**src/rtl/qbank_pkg.sv**
```systemverilog
package qbank_pkg;
  // Bank setting, packed in configuration-byte bit order (7..0).
  typedef struct packed {
    logic [1:0] ws;      // 7:6 wait states
    logic       inv19;   // 5
    logic       inv18;   // 4
    logic       no_we;   // 3
    logic       pair;    // 2
    logic [1:0] csel;    // 1:0
  } bank_cfg_t;

  localparam int unsigned CFG_W = $bits(bank_cfg_t);
endpackage

```
**src/rtl/qbank_regs.sv**
```systemverilog
module qbank_regs
  import qbank_pkg::*;
#(
  parameter int unsigned NB     = 4,
  parameter int unsigned CADR_W = 3
) (
  input  logic                   clk,
  input  logic                   rst_n,
  input  logic                   cfg_we,
  input  logic [CADR_W-1:0]      cfg_addr,
  input  logic [CFG_W-1:0]       cfg_wdata,
  output bank_cfg_t [NB-1:0]     banks,
  output logic                   force_cs
);
  localparam logic [CADR_W-1:0] MODE_ADR = CADR_W'(NB);

  for (genvar b = 0; b < NB; b++) begin : g_bank
    always_ff @(posedge clk or negedge rst_n) begin
      if (!rst_n)                                   banks[b] <= '0;
      else if (cfg_we && cfg_addr == CADR_W'(b))    banks[b] <= bank_cfg_t'(cfg_wdata);
    end
  end

  always_ff @(posedge clk or negedge rst_n) begin
    if (!rst_n)                              force_cs <= 1'b0;
    else if (cfg_we && cfg_addr == MODE_ADR) force_cs <= cfg_wdata[0];
  end

  // settings are zero on the first clock after reset
  assert_reset_zero_R7: assert property (@(posedge clk) disable iff (!rst_n)
    $rose(rst_n) |-> (banks == '0 && !force_cs));
endmodule

```
**src/rtl/qbank_seq.sv**
```systemverilog
module qbank_seq #(
  parameter int unsigned LEN_W = 3
) (
  input  logic             clk,
  input  logic             rst_n,
  input  logic             start,
  input  logic [LEN_W-1:0] len,
  output logic             busy,
  output logic             done
);
  logic [LEN_W-1:0] cnt;

  assign done = busy && (cnt == len - LEN_W'(1));

  always_ff @(posedge clk or negedge rst_n) begin
    if (!rst_n) begin
      busy <= 1'b0;
      cnt  <= '0;
    end else if (start) begin
      busy <= 1'b1;
      cnt  <= '0;
    end else if (done) begin
      busy <= 1'b0;
      cnt  <= '0;
    end else if (busy) begin
      cnt  <= cnt + LEN_W'(1);
    end
  end

  // a cycle starts only from idle
  assert_start_idle_R9: assert property (@(posedge clk) disable iff (!rst_n)
    start |-> !busy);
  // the final clock ends the cycle, earlier clocks do not
  assert_done_ends_R2: assert property (@(posedge clk) disable iff (!rst_n)
    done |=> !busy);
  assert_busy_holds_R2: assert property (@(posedge clk) disable iff (!rst_n)
    (busy && !done) |=> busy);
endmodule

```
**src/rtl/qbank_strobe.sv**
```systemverilog
module qbank_strobe
  import qbank_pkg::*;
#(
  parameter int unsigned N_CS   = 3,
  parameter int unsigned N_PAIR = 2
) (
  input  logic              clk,
  input  logic              rst_n,
  input  logic              busy,
  input  logic              wr,
  input  bank_cfg_t         cfg,
  input  logic              force_cs,
  output logic [N_CS-1:0]   cs_n,
  output logic [N_PAIR-1:0] oe_n,
  output logic [N_PAIR-1:0] we_n
);
  for (genvar c = 0; c < N_CS; c++) begin : g_cs
    if (c == 1) begin : g_forced
      assign cs_n[c] = !(force_cs || (busy && cfg.csel == 2'(c)));
    end else begin : g_plain
      assign cs_n[c] = !(busy && cfg.csel == 2'(c));
    end
  end

  for (genvar p = 0; p < N_PAIR; p++) begin : g_pair
    assign oe_n[p] = !(busy && !wr && cfg.pair == 1'(p));
    assign we_n[p] = !(busy && wr && !cfg.no_we && cfg.pair == 1'(p));
  end

  // enables are released when idle and never both directions at once
  assert_idle_enables_R5: assert property (@(posedge clk) disable iff (!rst_n)
    !busy |-> (&oe_n && &we_n));
  assert_one_dir_R5: assert property (@(posedge clk) disable iff (!rst_n)
    $countones(~{oe_n, we_n}) <= 1);
  // forced select holds regardless of activity
  assert_force_cs_R8: assert property (@(posedge clk) disable iff (!rst_n)
    force_cs |-> !cs_n[1]);
endmodule

```
**src/rtl/qbank_ctrl.sv**
```systemverilog
module qbank_ctrl
  import qbank_pkg::*;
#(
  parameter int unsigned ADDR_W  = 20,
  parameter int unsigned N_CS    = 3,
  parameter int unsigned N_PAIR  = 2,
  parameter int unsigned RD_BASE = 2,
  parameter int unsigned WR_BASE = 3
) (
  input  logic              clk,
  input  logic              rst_n,
  input  logic              cfg_we,
  input  logic [2:0]        cfg_addr,
  input  logic [7:0]        cfg_wdata,
  input  logic              req_valid,
  output logic              req_ready,
  input  logic              req_write,
  input  logic [ADDR_W-1:0] req_addr,
  output logic [N_CS-1:0]   cs_n,
  output logic [N_PAIR-1:0] oe_n,
  output logic [N_PAIR-1:0] we_n,
  output logic [1:0]        addr_hi,
  output logic [2:0]        cyc_len,
  output logic              done
);
  localparam int unsigned NB     = 4;
  localparam int unsigned MAX_WS = 3;
  localparam int unsigned LEN_W  = $clog2(WR_BASE + MAX_WS + 1);

  bank_cfg_t [NB-1:0] banks;
  bank_cfg_t          sel_cfg, q_cfg;
  logic               force_cs, busy, accept, q_wr;
  logic [1:0]         q_ahi, quad;
  logic [LEN_W-1:0]   q_len;

  qbank_regs #(.NB(NB), .CADR_W(3)) u_regs (
    .clk(clk), .rst_n(rst_n), .cfg_we(cfg_we), .cfg_addr(cfg_addr),
    .cfg_wdata(cfg_wdata), .banks(banks), .force_cs(force_cs));

  assign quad      = req_addr[ADDR_W-1 -: 2];
  assign sel_cfg   = banks[quad];
  assign req_ready = !busy;
  assign accept    = req_valid && req_ready;

  always_ff @(posedge clk or negedge rst_n) begin
    if (!rst_n) begin
      q_cfg <= '0;
      q_wr  <= 1'b0;
      q_ahi <= '0;
      q_len <= LEN_W'(RD_BASE);
    end else if (accept) begin
      q_cfg <= sel_cfg;
      q_wr  <= req_write;
      q_ahi <= quad ^ {sel_cfg.inv19, sel_cfg.inv18};
      q_len <= (req_write ? LEN_W'(WR_BASE) : LEN_W'(RD_BASE)) + LEN_W'(sel_cfg.ws);
    end
  end

  qbank_seq #(.LEN_W(LEN_W)) u_seq (
    .clk(clk), .rst_n(rst_n), .start(accept), .len(q_len),
    .busy(busy), .done(done));

  qbank_strobe #(.N_CS(N_CS), .N_PAIR(N_PAIR)) u_strobe (
    .clk(clk), .rst_n(rst_n), .busy(busy), .wr(q_wr), .cfg(q_cfg),
    .force_cs(force_cs), .cs_n(cs_n), .oe_n(oe_n), .we_n(we_n));

  assign addr_hi = q_ahi;
  assign cyc_len = 3'(q_len);

  // Independent cycle counter for the length check
  logic [LEN_W-1:0] chk_cnt;
  always_ff @(posedge clk or negedge rst_n) begin
    if (!rst_n)      chk_cnt <= '0;
    else if (accept) chk_cnt <= LEN_W'(1);
    else if (busy)   chk_cnt <= chk_cnt + LEN_W'(1);
  end

  // done arrives exactly after cyc_len busy clocks
  assert_len_match_R2: assert property (@(posedge clk) disable iff (!rst_n)
    done |-> (chk_cnt == q_len));
  // no handshake while a cycle runs
  assert_no_accept_busy_R9: assert property (@(posedge clk) disable iff (!rst_n)
    busy |-> !req_ready);
endmodule

```
**config.mk**
```make
export PLATFORM = sky130hd
export DESIGN_NAME = qbank_ctrl
export DESIGN_NICKNAME = d
export VERILOG_FILES = /design/src/rtl/qbank_pkg.sv /design/src/rtl/qbank_regs.sv /design/src/rtl/qbank_seq.sv /design/src/rtl/qbank_strobe.sv /design/src/rtl/qbank_ctrl.sv
export SDC_FILE = /design/constraint.sdc
export NUM_CORES = 1
export LEC_CHECK = 0
export BUFFER_PORTS_ARGS = -buffer_cell sky130_fd_sc_hd__buf_4
export CAP_MARGIN = 20
export CORE_UTILIZATION = 35
export DETAILED_ROUTE_END_ITERATION = 12
export HOLD_SLACK_MARGIN = 0.15
export PLACE_DENSITY = 0.66
export SYNTH_ARGS = -nofsm -noshare
export SYNTH_HDL_FRONTEND = slang
export SYNTH_SLANG_ARGS = --single-unit
```
**constraint.sdc**
```tcl
create_clock -name clk -period 1.8 [get_ports clk]
set_input_delay 0.18 -clock clk [delete_from_list [all_inputs] [get_ports clk]]
set_output_delay 0.18 -clock clk [all_outputs]
set_load 0.01 [all_outputs]
```
==> Word-level counts from Yosys, hierarchy flattened <==
Cells that the tools add are included.
{ "totals": {"register_bits": 47, "inputBits": 36, "wordCells": 86} }
{ "classes": {"n_addsub": 3, "n_lt_le_gt_ge": 1, "n_eq_ne": 7, "muxes": 8, "bitwise": 2, "n_reduce_logical": 32} }
{ "op_table": {"columns": ["cell", "n"], "rows": [
  ["1-bit logical AND", 17],
  ["8-bit binary-select mux with 2-bit select", 1],
  ["1-bit logical NOT", 10],
  ["3-bit 2-to-1 mux", 3],
  ["8-bit 2-to-1 mux", 1],
  ["3-bit by 2-bit equality test with 1-bit output (second input constant)", 2],
  ["2-bit by 2-bit adder with 3-bit output", 1],
  ["3-bit by 1-bit adder with 3-bit output (second input constant)", 1],
  ["3-bit by 1-bit equality test with 1-bit output (second input constant)", 1],
  ["3-bit equality test", 1],
  ["3-bit equality test (second input constant)", 1],
  ["3-bit logical NOT", 1],
  ["2-bit by 3-bit less-than comparator with 1-bit output (second input constant)", 1],
  ["1-bit 2-to-1 mux", 3],
  ["3-bit nonzero test", 1],
  ["3-bit by 1-bit subtractor with 3-bit output (second input constant)", 1],
  ["2-bit by 1-bit equality test with 1-bit output (second input constant)", 1],
  ["2-bit equality test (second input constant)", 1],
  ["2-bit logical NOT", 1],
  ["2-bit nonzero test", 1],
  ["2-bit bitwise XOR", 1],
  ["1-bit logical OR", 1],
  ["1-bit inverter", 1]
]} }

==> Logic depth before layout (Yosys ltp) <==
Gate-level depths: netlist of the first run.
{ "logic_depth": {"word_depth": 5, "mapped_depth": 6, "depth_no_buf": 5} }

==> Cells and area by module <==
A second synthesis of the first run with hierarchy kept.
{ "unflattened": {"cells_unflattened": 185, "area_unflattened_um2": 2423.6} }
{ "by_module_without_submodules": {"columns": ["mod", "instances", "cells_each", "area_per_inst_um2"], "rows": [
  ["qbank_regs", 1, 73, 1270.0],
  ["qbank_ctrl", 1, 78, 815.8],
  ["qbank_seq", 1, 25, 277.8],
  ["qbank_strobe", 1, 9, 60.1]
]} }

==> Worst setup path after synthesis of the first run <==
OpenSTA, ideal clock, no wires.
{ "synth_path": {"kind": "register to register", "startpoint": "reg q_len[1], in the netlist cyc_len[1]", "endpoint": "reg u_seq.cnt[2]", "setup_time_ns": 0.153, "arrival_time_ns": 1.599, "setup_slack_ns": 0.048, "path_stages_with_launch": 6, "period_less_slack_ns": 1.752, "cell_sequence": "dfstp_2 > inv_1 > ha_1 > xor3_1 > nor4_2 > a211oi_1"} }
{ "synth_via": {"elab_chain_cells": 5, "word_cells_on_any_way": 6} }
{ "synth_rtl": {"columns": ["element", "line_no", "text"], "rows": [
  ["start: declaration", "qbank_ctrl.sv:34", "logic [LEN_W-1:0] q_len;"],
  ["start signal: assignment", "qbank_ctrl.sv:50", "q_len <= LEN_W'(RD_BASE);"],
  ["start signal: assignment", "qbank_ctrl.sv:55", "q_len <= (req_write ? LEN_W'(WR_BASE) : LEN_W'(RD_BASE)) + LEN_W'(sel_cfg.ws);"],
  ["3-bit by 1-bit subtractor with 3-bit output *", "qbank_seq.sv:13", "assign done = busy && (cnt == len - LEN_W'(1));"],
  ["3-bit equality test *", "qbank_seq.sv:13", null],
  ["1-bit logical AND *", "qbank_seq.sv:13", null],
  ["via done", "qbank_ctrl.sv:24", "output logic done"],
  ["3-bit 2-to-1 mux", "qbank_seq.sv:22", "end else if (done) begin"],
  ["3-bit 2-to-1 mux", "qbank_seq.sv:19", "end else if (start) begin"],
  ["end signal: assignment", "qbank_seq.sv:26", "cnt <= cnt + LEN_W'(1);"],
  ["end: declaration", "qbank_seq.sv:11", "logic [LEN_W-1:0] cnt;"]
]} }
Mark *: on every way through the listed nets, which the timed path passes. The rest lies on a longest branch.
A chain may end at the register's enable or synchronous reset.

==> Worst setup path after layout of the first run <==
{ "layout_path": {"startpoint": "reg q_len[1], in the netlist cyc_len[1]", "endpoint": "out done"} }
{ "layout_via": {"elab_chain_cells": 3} }
{ "layout_rtl": {"columns": ["element", "line_no"], "rows": [
  ["3-bit by 1-bit subtractor with 3-bit output", "qbank_seq.sv:13"],
  ["3-bit equality test", "qbank_seq.sv:13"],
  ["1-bit logical AND", "qbank_seq.sv:13"],
  ["end: declaration", "qbank_ctrl.sv:24"]
]} }
No other way between the ends.

==> results.md, run 1 <==
- Tcrit/Tclk final: 102%
- Sink Count: 47
- Largest cells by area after synthesis: dfrtp_1, mux2_2, mux4_2, ha_1, o21ai_0
- Row cnt: 28
- Average size of a mapped cell: 14.2 um^2
- Max-slew headroom: roughly three fifths
- Clk slew on worst S/H paths: roughly 0.07 ns
- CTS tree: built
- 1st-iter DRT viols: 68
- Unrepaired setup endpoints after global routing: true
- Area of the multi-input gates: ~940 um^2
- Critical Path Fanout Max: 2
- Syn_nets: 193
- Vias in the first global route: 1437
- Grt ovf: 0
- Adder-Cell Fraction of Synth Area: under 10%
- IO buf count: 31
- CP required: around 1.6 ns
- GR Util All Layers: 14.7%
- Seq/Total Area, Yosys: a little over half
- Die X: between 80 and 90 um
- Slew @ Worst Pin: between 0.5 and 0.6 ns
- Post-synthesis mux area share: between 20% and 30%
- CP max-delay cell: dfstp_2
- Initial Utilization: a little over a third
- P&R area growth vs syn: 29.0%
- Final setup fails: 1
- Vias: between 1000 and 1500
- Most used flip-flop cell after synthesis: dfrtp_1
- First-pass GRT wire length: ~7 mm
- Most common cell after layout, fill and taps aside: dfrtp_1
- Antenna violations before repair: 0
- Final wirelength: 4.16 mm
- XOR/XNOR Fraction of Synth Area: 2.31%
- Ports: 50
- Hold path cells: 3
- Hold Path Class: primary input to register
- Warnings from Yosys: 0
- CP arrival: 1.66 ns
- Leakage power: 1.25 nW
- Nets@finish: about 250
- Wire per inst: roughly 15 um
- Clock Latency Late Sink: 0.30 ns
- CTS root buffer: clkbuf_8
- Tmin final: 1.84 ns
- Final clock skew: around 0.016 ns
- CTS Buf Count: 5
- Syn Std Cell Area: about 0.0022 mm^2
- First-pass DRT Iterations: 4
- DP HPWL: roughly 2.9 mm
- Beginning of the critical path: cyc_len[1]$_DFFE_PN1N_
- Max Cap Viol: 0
- Commonest cells after routing, fill and taps aside: dfrtp_1, buf_4, mux2_2, dlygate4sd3_1, nand2_1
- Worst Setup Start Kind: register
- Worst R2R Setup Slack: around 0.09 ns
- Max stage delay on crit path: roughly 0.54 ns
- Highest Clock Rate: between 500 and 600 MHz
- Reg-to-reg startpoint: cyc_len[1]$_DFFE_PN1N_
- Post-synth EDFFs: 0
- Setup ws final: -0.0436 ns
- Failing checks: negative setup slack
- Main combinational cell family by area after synthesis: multiplexers
- Drc violations: 0
- Status: finished with violations
- Worst R2R Path Depth: 8
- Worst setup path category: register to output port
- CP cell instances: inv_2, ha_4, xnor2_2, nor4_2, buf_4
- Area share of the largest cell type after synthesis: 53.1%
- Post-Route Setup TNS: -0.0436 ns
- Antenna cells: 0
- Post-synth ARST share: between 90% and 100%
- RePlAce Congestion: approximately 0.73
- Synth Area in Simple Gates: 8.03%
- Die Ht: roughly 81 um
- Cells after Synth: between 150 and 200
- Core area: a little under 0.006 mm^2
- Total power: roughly 3.8 mW
- Yosys top cell by area: dfrtp_1
- Hold Vio Cnt, Final: 0
- Routed Antenna Nets: 0
- CTS H-tree lvls: 2
- CP Capture Type: output port
- RR Endpoint: u_seq.busy$_DFFE_PN0P_
- Critical Path Sink: done
- Inst Count DP: ~260
- Post-synthesis register bit count: 47
- Hold Slack: between 0.3 and 0.4 ns
- Share of post-route cells with drive strength above 1: just under 50%
- Fin cells: 284
- Largest net degree at the start of global routing: 48
- Longest Clk Path Bufs: 2
- Compound-Gate Fraction of Synth Area: ~2.8%
- Slew Viols, Final: 0
- Vias/cell: about 5
- Library cells used by synthesis: 27
- Seq. cell area: 0.00118 mm^2
- Power Density: roughly 1400 mW/mm^2
- FILL cells: around 570
- Worst vdd ir: 0.000692 V
- Full die area: roughly 0.0065 mm^2
-- metal layers --
layer	global-route usage, %	share of wire [%]	up-vias
met5	0	0	-
met4	4.29	1.1	0
met3	4.09	3.5	6
met2	24.3	49	24
met1	18.8	46	708
li1	-	-	656
-- synth_stat cells, drive strengths merged (2+ instances only) --
library cell  instances
nand4b                2
ha                    4
inv                  10
or3                   3
mux2                 35
mux4                  8
dfrtp                46
nand2                10
buf                   6
xnor2                 2
nor2                  4
nor4bb                2
o21ai                 8
-- cell type report --
cell class	instances	area share (%)
Sequential cell	47	42.1
Clock buffer	6	2.60
Timing Repair Buffer	55	15.7
Multi-Input combinational cell	90	33.8
Inverter	10	1.34
Clock inverter	1	1.07
Tap cell	75	3.36
-- worst min path at each step --
stage | start | to | slack [ns]
after global routing | cfg_addr[0] | u_regs.force_cs$_DFFE_PN0P_ | 0.30
after detailed placement | rst_n | cyc_len[2]$_DFFE_PN0N_ | 0.23
after floorplan | rst_n | addr_hi[0]$_DFFE_PN0N_ | -0.12
final | cfg_addr[0] | u_regs.force_cs$_DFFE_PN0P_ | 0.30
after CTS | cfg_wdata[0] | u_regs.banks[8]$_DFFE_PN0P_ | 0.15
after global placement | rst_n | addr_hi[0]$_DFFE_PN0N_ | 0.23
-- through the flow --
step	setup slack [ns]	instance area, um^2	utilization (%)
floorplan	0.0481	2170	-
global placement	0.147	2520	42.3
detailed placement	0.135	2520	42.3
CTS	-0.0928	2790	46.8
global route	-0.112	2800	47.0
finish	-0.0436	2800	47.0
-- power by group --
part	internal (mW)	total [mW]	switching, mW
sequential	1.38	1.58	0.195
clock	0.407	0.735	0.327
combinational	0.893	1.49	0.594
total	2.68	3.80	1.12
-- worst max-delay path, delay by kind of cell (launching register included) --
kind	cells	cell delay (ns)
buffers and inverters	2	0.22
and+or+nand+nor	1	0.27
DFF	1	0.54
adders and majority gates	1	0.22
xor gates and xnor gates	1	0.13
-- flip-flops by register name (all words and copies together), names as in the netlist --
name	count
addr_hi	2
cyc_len	3
q_cfg	4
q_wr	1
u_regs.banks	32
u_regs.force_cs	1
u_seq.busy	1
u_seq.cnt	3
-- kinds of logic (layout without fill, tap and decap cells) --
family,count (synthesis),in the layout
xor gates and xnor gates,4,4
buffers and inverters,16,72
and+or+nand+nor,27,27
adders and majority gates,4,4
muxes,44,44
DFF,47,47
AOI/OAI and AO/OA,11,11
-- timing repair --
action / 4_1_cts / 5_1_grt
hold buffers: 10 / 1
buffers inserted: 5 / 1
setup endpoints to repair: 1 / 6
gates resized for setup: 5 / 1
pin swaps: 2 / 2
hold endpoints to repair: 75 / 1
Note: power is estimated with default switching activity, not from simulation.
==> run 2, diff against run 1 <==
- CORE_UTILIZATION: 35 -> 39
- PLACE_DENSITY: 0.66 -> 0.61
==> results.md, run 2 (synthesized netlist as in run 1, its figures left out) <==
- Cell area after layout: 0.00271 mm^2 (-3.0%)
- CTS Buf Count: 5 (unchanged)
- Ports: 50 (unchanged)
- Switch Pwr: 1.06 mW (-5.5%)
- Worst vdd ir: 0.000656 V (-5.2%)
- Grt ovf: 0 (unchanged)
- Core area: 0.00524 mm^2 (-12%)
- First-pass DRT Iterations: 4 (unchanged)
- Max stage delay on crit path: 0.54 ns (about the same)
- Tmin final: 1.83 ns (-0.0162 ns)
- Share of post-route cells with drive strength above 1: 47.8% (-0.54 points)
- P&R area growth vs syn: 25.2%
- Internal Power: 2.47 mW (-7.9%)
- CP cell instances: inv_2, ha_4, xnor2_1, nor4_2, buf_4
- Hold path startpoint: cfg_wdata[7]
- Worst R2R Path Depth: 5 (-3)
- Die X: 76.5 um (-5.1%)
- CP max-delay cell: dfstp_2
- Row cnt: 26 (-7.1%)
- Clock Latency Late Sink: 0.28 ns (-0.02 ns)
- Beginning of the critical path: cyc_len[1]$_DFFE_PN1N_
- Hold Slack: 0.161 ns (-0.140 ns)
- Die Ht: 76.5 um (-5.1%)
- Final setup fails: 1 (unchanged)
- RePlAce Congestion: 0.782 (+7.3%)
- Slew Viols, Final: 0 (unchanged)
- Critical Path Fanout Max: 2 (unchanged)
- Initial Utilization: 41.4% (+5.0 points)
- Final wirelength: 4.06 mm (-2.4%)
- Commonest cells after routing, fill and taps aside: dfrtp_1, buf_4, mux2_2, nand2_1
- Critical Path Sink: done
- Failing checks: negative setup slack
- Hold Path Class: primary input to register
- Worst Setup Start Kind: register
- Clk slew on worst S/H paths: 0.08 ns (about the same)
- Combinational power share: 37.6% (-1.6 points)
- Clock network fraction of total power: 17.4% (-1.9 points)
- CTS tree: built
- Largest net degree at the start of global routing: 48 (unchanged)
- First-pass GRT wire length: 7.13 mm (+2.3%)
- CP Capture Type: output port
- Most common cell after layout, fill and taps aside: dfrtp_1
- Highest Clock Rate: 547 MHz (+0.89%)
- Registers with the most flip-flops: u_regs.banks: 32 flops, q_cfg: 4 flops
- Routed Antenna Nets: 0 (unchanged)
- Final clock skew: 0.00480 ns (-0.0114 ns)
- Worst setup path category: register to output port
- Crit. path cell count: 5 (unchanged)
- Worst R2R Setup Slack: 0.25 ns (+0.16 ns)
- Nets@finish: 243 (-2.4%)
- Hold Vio Cnt, Final: 0 (unchanged)
- Max reg flops: 32 (unchanged)
- Register share of total power: 45.1% (+3.6 points)
- CTS root buffer: clkbuf_8
- Vias/cell: 5.04 (+2.7%)
- CTS H-tree lvls: 2 (unchanged)
- 1st-iter DRT viols: 40 (-41%)
- CP required: 1.62 ns (about the same)
- Leakage power: 1.21 nW (-3.2%)
- Unrepaired setup endpoints after global routing: true
- RR Endpoint: cyc_len[1]$_DFFE_PN1N_
- Drc violations: 0 (unchanged)
- Wire per inst: 14.9 um (+1.6%)
- Max-slew headroom: 61.3% (+1.1 points)
- Crit path buf inv count: 2 (unchanged)
- DP HPWL: 2.98 mm (+3.8%)
- Reg-to-reg startpoint: u_regs.banks[30]$_DFFE_PN0P_
- GR Util All Layers: 15.6% (+0.83 points)
- Delay-heaviest family, CP: flip-flops
- Tcrit/Tclk final: 102% (-0.90 points)
- Status: finished with violations
- Sink Count: 47 (unchanged)
- Slew @ Worst Pin: 0.581 ns (-0.0167 ns)
- Full die area: 0.00586 mm^2 (-10%)
- Biggest register: u_regs.banks
- Power Density: 1300 mW/mm^2 (-4.4%)
- Antenna cells: 0 (unchanged)
- Antenna violations before repair: 0 (unchanged)
- CP arrival: 1.65 ns (about the same)
- IO buf count: 31 (unchanged)
- Placed cell area: 0.00251 mm^2 (-0.55%)
- Vias in the first global route: 1487 (+3.5%)
- Max Cap Viol: 0 (unchanged)
- Switching share of power: 29.9% (+0.53 points)
- Vias: 1376 (-1.3%)
- Setup ws final: -0.0273 ns (+0.0162 ns)
- Longest Clk Path Bufs: 2 (unchanged)
[run 2: cell count changes in the layout (fill, tap and decap cells not counted), sizes merged]
cell	previous run	this run
buf	44	40
dlygate4sd3	11	9
bufinv	1	0
clkinv	0	1
[run 2: worst min-delay path by stage]
stage                                         endpoint  slack, ns  cells after the start
after CTS                  u_regs.banks[7]$_DFFE_PN0P_       0.15                      2
after detailed placement        addr_hi[0]$_DFFE_PN0N_       0.23                      1
after global routing      u_regs.banks[23]$_DFFE_PN0P_       0.15                      2
final                     u_regs.banks[15]$_DFFE_PN0P_       0.16                      2
after floorplan                 addr_hi[0]$_DFFE_PN0N_      -0.12                      0
after global placement          addr_hi[0]$_DFFE_PN0N_       0.21                      1
[run 2: power by group through the flow]
stage                     clock, mW  sequential, mW  combinational, mW
after floorplan                   0            1.57              0.798
after global placement            0            1.59               1.22
after detailed placement          0            1.63               1.26
after CTS                     0.644            1.59               1.36
after global routing          0.686            1.64               1.46
final                         0.613            1.59               1.32
[run 2: per-stage QoR]
stage	worst slack, ns	power (mW)	std cells	TNS (ns)	utilization (%)
finish	-0.0273	3.53	273	-0.0273	51.8
detailed placement	0.0942	2.89	255	0	47.9
global route	-0.0942	3.78	273	-0.0942	51.8
floorplan	0.0481	2.37	153	0	-
global placement	0.151	2.82	255	0	47.9
CTS	-0.130	3.59	273	-0.130	51.8
[run 2: timing repair]
| action | CTS | global route |
|---|---|---|
| endpoints found under the setup margin | 2 | 1 |
| resized for setup | 4 | 0 |
| pin swaps | 2 | 1 |
| setup buffers | 2 | 0 |
| hold endpoints to repair | 68 | 0 |
| hold buffers | 9 | 0 |
[run 2: layer usage]
metal  wire length, um  share of wire (%)  global-route usage (%)
met1              1890                 46                    20.5
met2              2010                 49                    26.3
met3               137                3.4                    2.99
met4                31               0.76                    4.04
met5                 0                  0                       0
[run 2: final cells by class]
type	count	area, um^2
fill	444	2520
sequential	47	1180
multi-input combinational	90	932
timing repair buffer	49	390
tap	70	87.6
clock buffer	6	82.6
inverter	10	37.5
clock inverter	1	5.00
==> run 3, diff against run 2 <==
- CORE_UTILIZATION: 39 -> 30
- PLACE_DENSITY: 0.61 -> 0.5
==> results.md, run 3 (synthesized netlist as in run 1, its figures left out) <==
- Biggest register: u_regs.banks
- Largest net degree at the start of global routing: 48 (unchanged)
- Register share of total power: 41.7% (-3.4 points)
- Worst setup path category: register to output port
- Failing checks: negative setup slack
- Power Density: 1360 mW/mm^2 (+4.6%)
- Drc violations: 0 (unchanged)
- Routed Antenna Nets: 0 (unchanged)
- Critical Path Fanout Max: 2 (unchanged)
- Tmin final: 1.81 ns (-0.0163 ns)
- Registers with the most flip-flops: u_regs.banks: 32 flops, q_cfg: 4 flops
- Crit path buf inv count: 2 (unchanged)
- Vias/cell: 4.59 (-8.9%)
- Most common cell after layout, fill and taps aside: dfrtp_1
- Vias in the first global route: 1503 (+1.1%)
- Tcrit/Tclk final: 101% (-0.91 points)
- CP cell instances: inv_2, ha_4, xnor2_2, nor4_4, buf_4
- Place WS: 0.106 ns (+0.0117 ns)
- Worst vdd ir: 0.000427 V (-35%)
- Switch Pwr: 1.15 mW (+8.7%)
- Ports: 50 (unchanged)
- Hold Path Class: primary input to register
- CTS root buffer: clkbuf_8
- Worst Setup Start Kind: register
- Setup ws final: -0.0110 ns (+0.0163 ns)
- Unrepaired setup endpoints after global routing: true
- Max reg flops: 32 (unchanged)
- Clock network fraction of total power: 20.7% (+3.3 points)
- CP required: 1.62 ns (about the same)
- Grt ovf: 0 (unchanged)
- CP max-delay cell: dfstp_2
- Share of post-route cells with drive strength above 1: 48.3% (+0.53 points)
- CP arrival: 1.63 ns (-0.02 ns)
- Max-slew headroom: 60.0% (-1.3 points)
- First-pass GRT wire length: 7.32 mm (+2.6%)
- Nets@finish: 246 (+1.2%)
- GR Util All Layers: 13.0% (-2.5 points)
- Core area: 0.00687 mm^2 (+31%)
- Antenna cells: 0 (unchanged)
- FILL cells: 664 (+50%)
- Max Cap Viol: 0 (unchanged)
- 1st-iter DRT viols: 34 (-15%)
- P&R area growth vs syn: 30.1%
- Die Ht: 87.0 um (+14%)
- Status: finished with violations
- CTS Buf Count: 5 (unchanged)
- Longest Clk Path Bufs: 2 (unchanged)
- Sink Count: 47 (unchanged)
- Slew @ Worst Pin: 0.599 ns (+0.0189 ns)
- Commonest cells after routing, fill and taps aside: dfrtp_1, buf_4, mux2_2, dlygate4sd3_1, nand2_1
- DP HPWL: 3.12 mm (+4.7%)
- Wire per inst: 14.6 um (-2.1%)
- Final setup fails: 1 (unchanged)
- Final wirelength: 4.42 mm (+8.7%)
- First-pass DRT Iterations: 4 (unchanged)
- Combinational power share: 37.6% (about the same)
- Max stage delay on crit path: 0.55 ns (about the same)
- Slew Viols, Final: 0 (unchanged)
- Initial Utilization: 31.5% (-9.8 points)
- Hold Slack: 0.303 ns (+0.141 ns)
- Full die area: 0.00757 mm^2 (+29%)
- Clk slew on worst S/H paths: 0.08 ns (about the same)
- Switching share of power: 29.9% (about the same)
- Inst Count DP: 281 (+10%)
- Fin cells: 303 (+11%)
- Delay-heaviest family, CP: flip-flops
- RePlAce Congestion: 0.724 (-7.4%)
- IO buf count: 31 (unchanged)
- Leakage power: 1.24 nW (+2.8%)
- Vias: 1392 (+1.2%)
- CTS tree: built
- Internal Power: 2.69 mW (+8.7%)
- Highest Clock Rate: 552 MHz (+0.90%)
- Final clock skew: 0.00278 ns (-0.00203 ns)
- Clock Latency Late Sink: 0.29 ns (about the same)
- CTS H-tree lvls: 2 (unchanged)
- Row cnt: 30 (+15%)
- CP Capture Type: output port
- Hold Vio Cnt, Final: 0 (unchanged)
- Antenna violations before repair: 0 (unchanged)
- Die X: 87.0 um (+14%)
run 3: power by group through the flow:
| stage | combinational [mW] | clock [mW] | sequential (mW) |
|---|---|---|---|
| 6_report | 1.44 | 0.793 | 1.60 |
| 5_1_grt | 1.60 | 0.864 | 1.64 |
| 4_1_cts | 1.38 | 0.821 | 1.60 |
| 3_5_place_dp | 1.26 | 0 | 1.63 |
| 3_3_place_gp | 1.22 | 0 | 1.60 |
| 2_1_floorplan | 0.798 | 0 | 1.57 |
run 3: repair_timing:
item | 4_1_cts | 5_1_grt
setup endpoints to repair | 2 | 1
setup buffers | 3 | 0
hold buffers | 11 | 0
gates resized for setup | 4 | 2
pin swaps | 2 | 1
endpoints found under the hold margin | 80 | 0
run 3: path summary, 6_finish.rpt:
path	start	endpoint	slack (ns)	cells past startpoint
worst max-delay path	cyc_len[1]$_DFFE_PN1N_	done	-0.01	5
max in group asynchronous	rst_n	u_seq.busy$_DFFE_PN0P_	0.92	2
worst max register to register	cyc_len[1]$_DFFE_PN1N_	u_seq.cnt[2]$_DFFE_PN0P_	0.16	7
worst min register to register	addr_hi[0]$_DFFE_PN0N_	addr_hi[0]$_DFFE_PN0N_	0.49	2
worst min-delay path	cfg_addr[0]	u_regs.force_cs$_DFFE_PN0P_	0.30	3
min in group asynchronous	rst_n	addr_hi[0]$_DFFE_PN0N_	0.44	2
run 3: final cells by class:
class                      count  area, um^2  share of cell area [%]
sequential                    47        1180                    41.8
timing repair buffer          52         418                    14.8
clock inverter                 2        35.0                    1.24
tap                           96         120                    4.26
clock buffer                   6        82.6                    2.93
inverter                      10        37.5                    1.33
multi-input combinational     90         948                    33.6
run 3: metrics by stage:
step / TNS, ns / power, mW / area [um^2] / util [%]
floorplan: 0 / 2.37 / 2170 / -
global placement: 0 / 2.82 / 2540 / 37.0
detailed placement: 0 / 2.89 / 2540 / 37.0
CTS: -0.123 / 3.80 / 2800 / 40.8
global route: -0.103 / 4.10 / 2820 / 41.1
finish: -0.0110 / 3.83 / 2820 / 41.1
run 3: worst register-to-register path: cells and delay by family (launching register included):
kind	cells	cell delay, ns
flip-flops	1	0.55
buffers and inverters	3	0.32
AO/OA/AOI/OAI	1	0.22
adder cells (fa/ha/maj)	1	0.21
XOR/XNOR	1	0.19
AND/OR/NAND/NOR	1	0.07
run 3: layer usage:
layer  vias to the layer above  part of all wire [%]  track usage, %
met1                       695                    47            16.7
met5                         -                     0               0
met3                         9                   3.7            3.32
met4                         0                   1.8            4.09
li1                        654                     -               -
met2                        34                    47            21.7
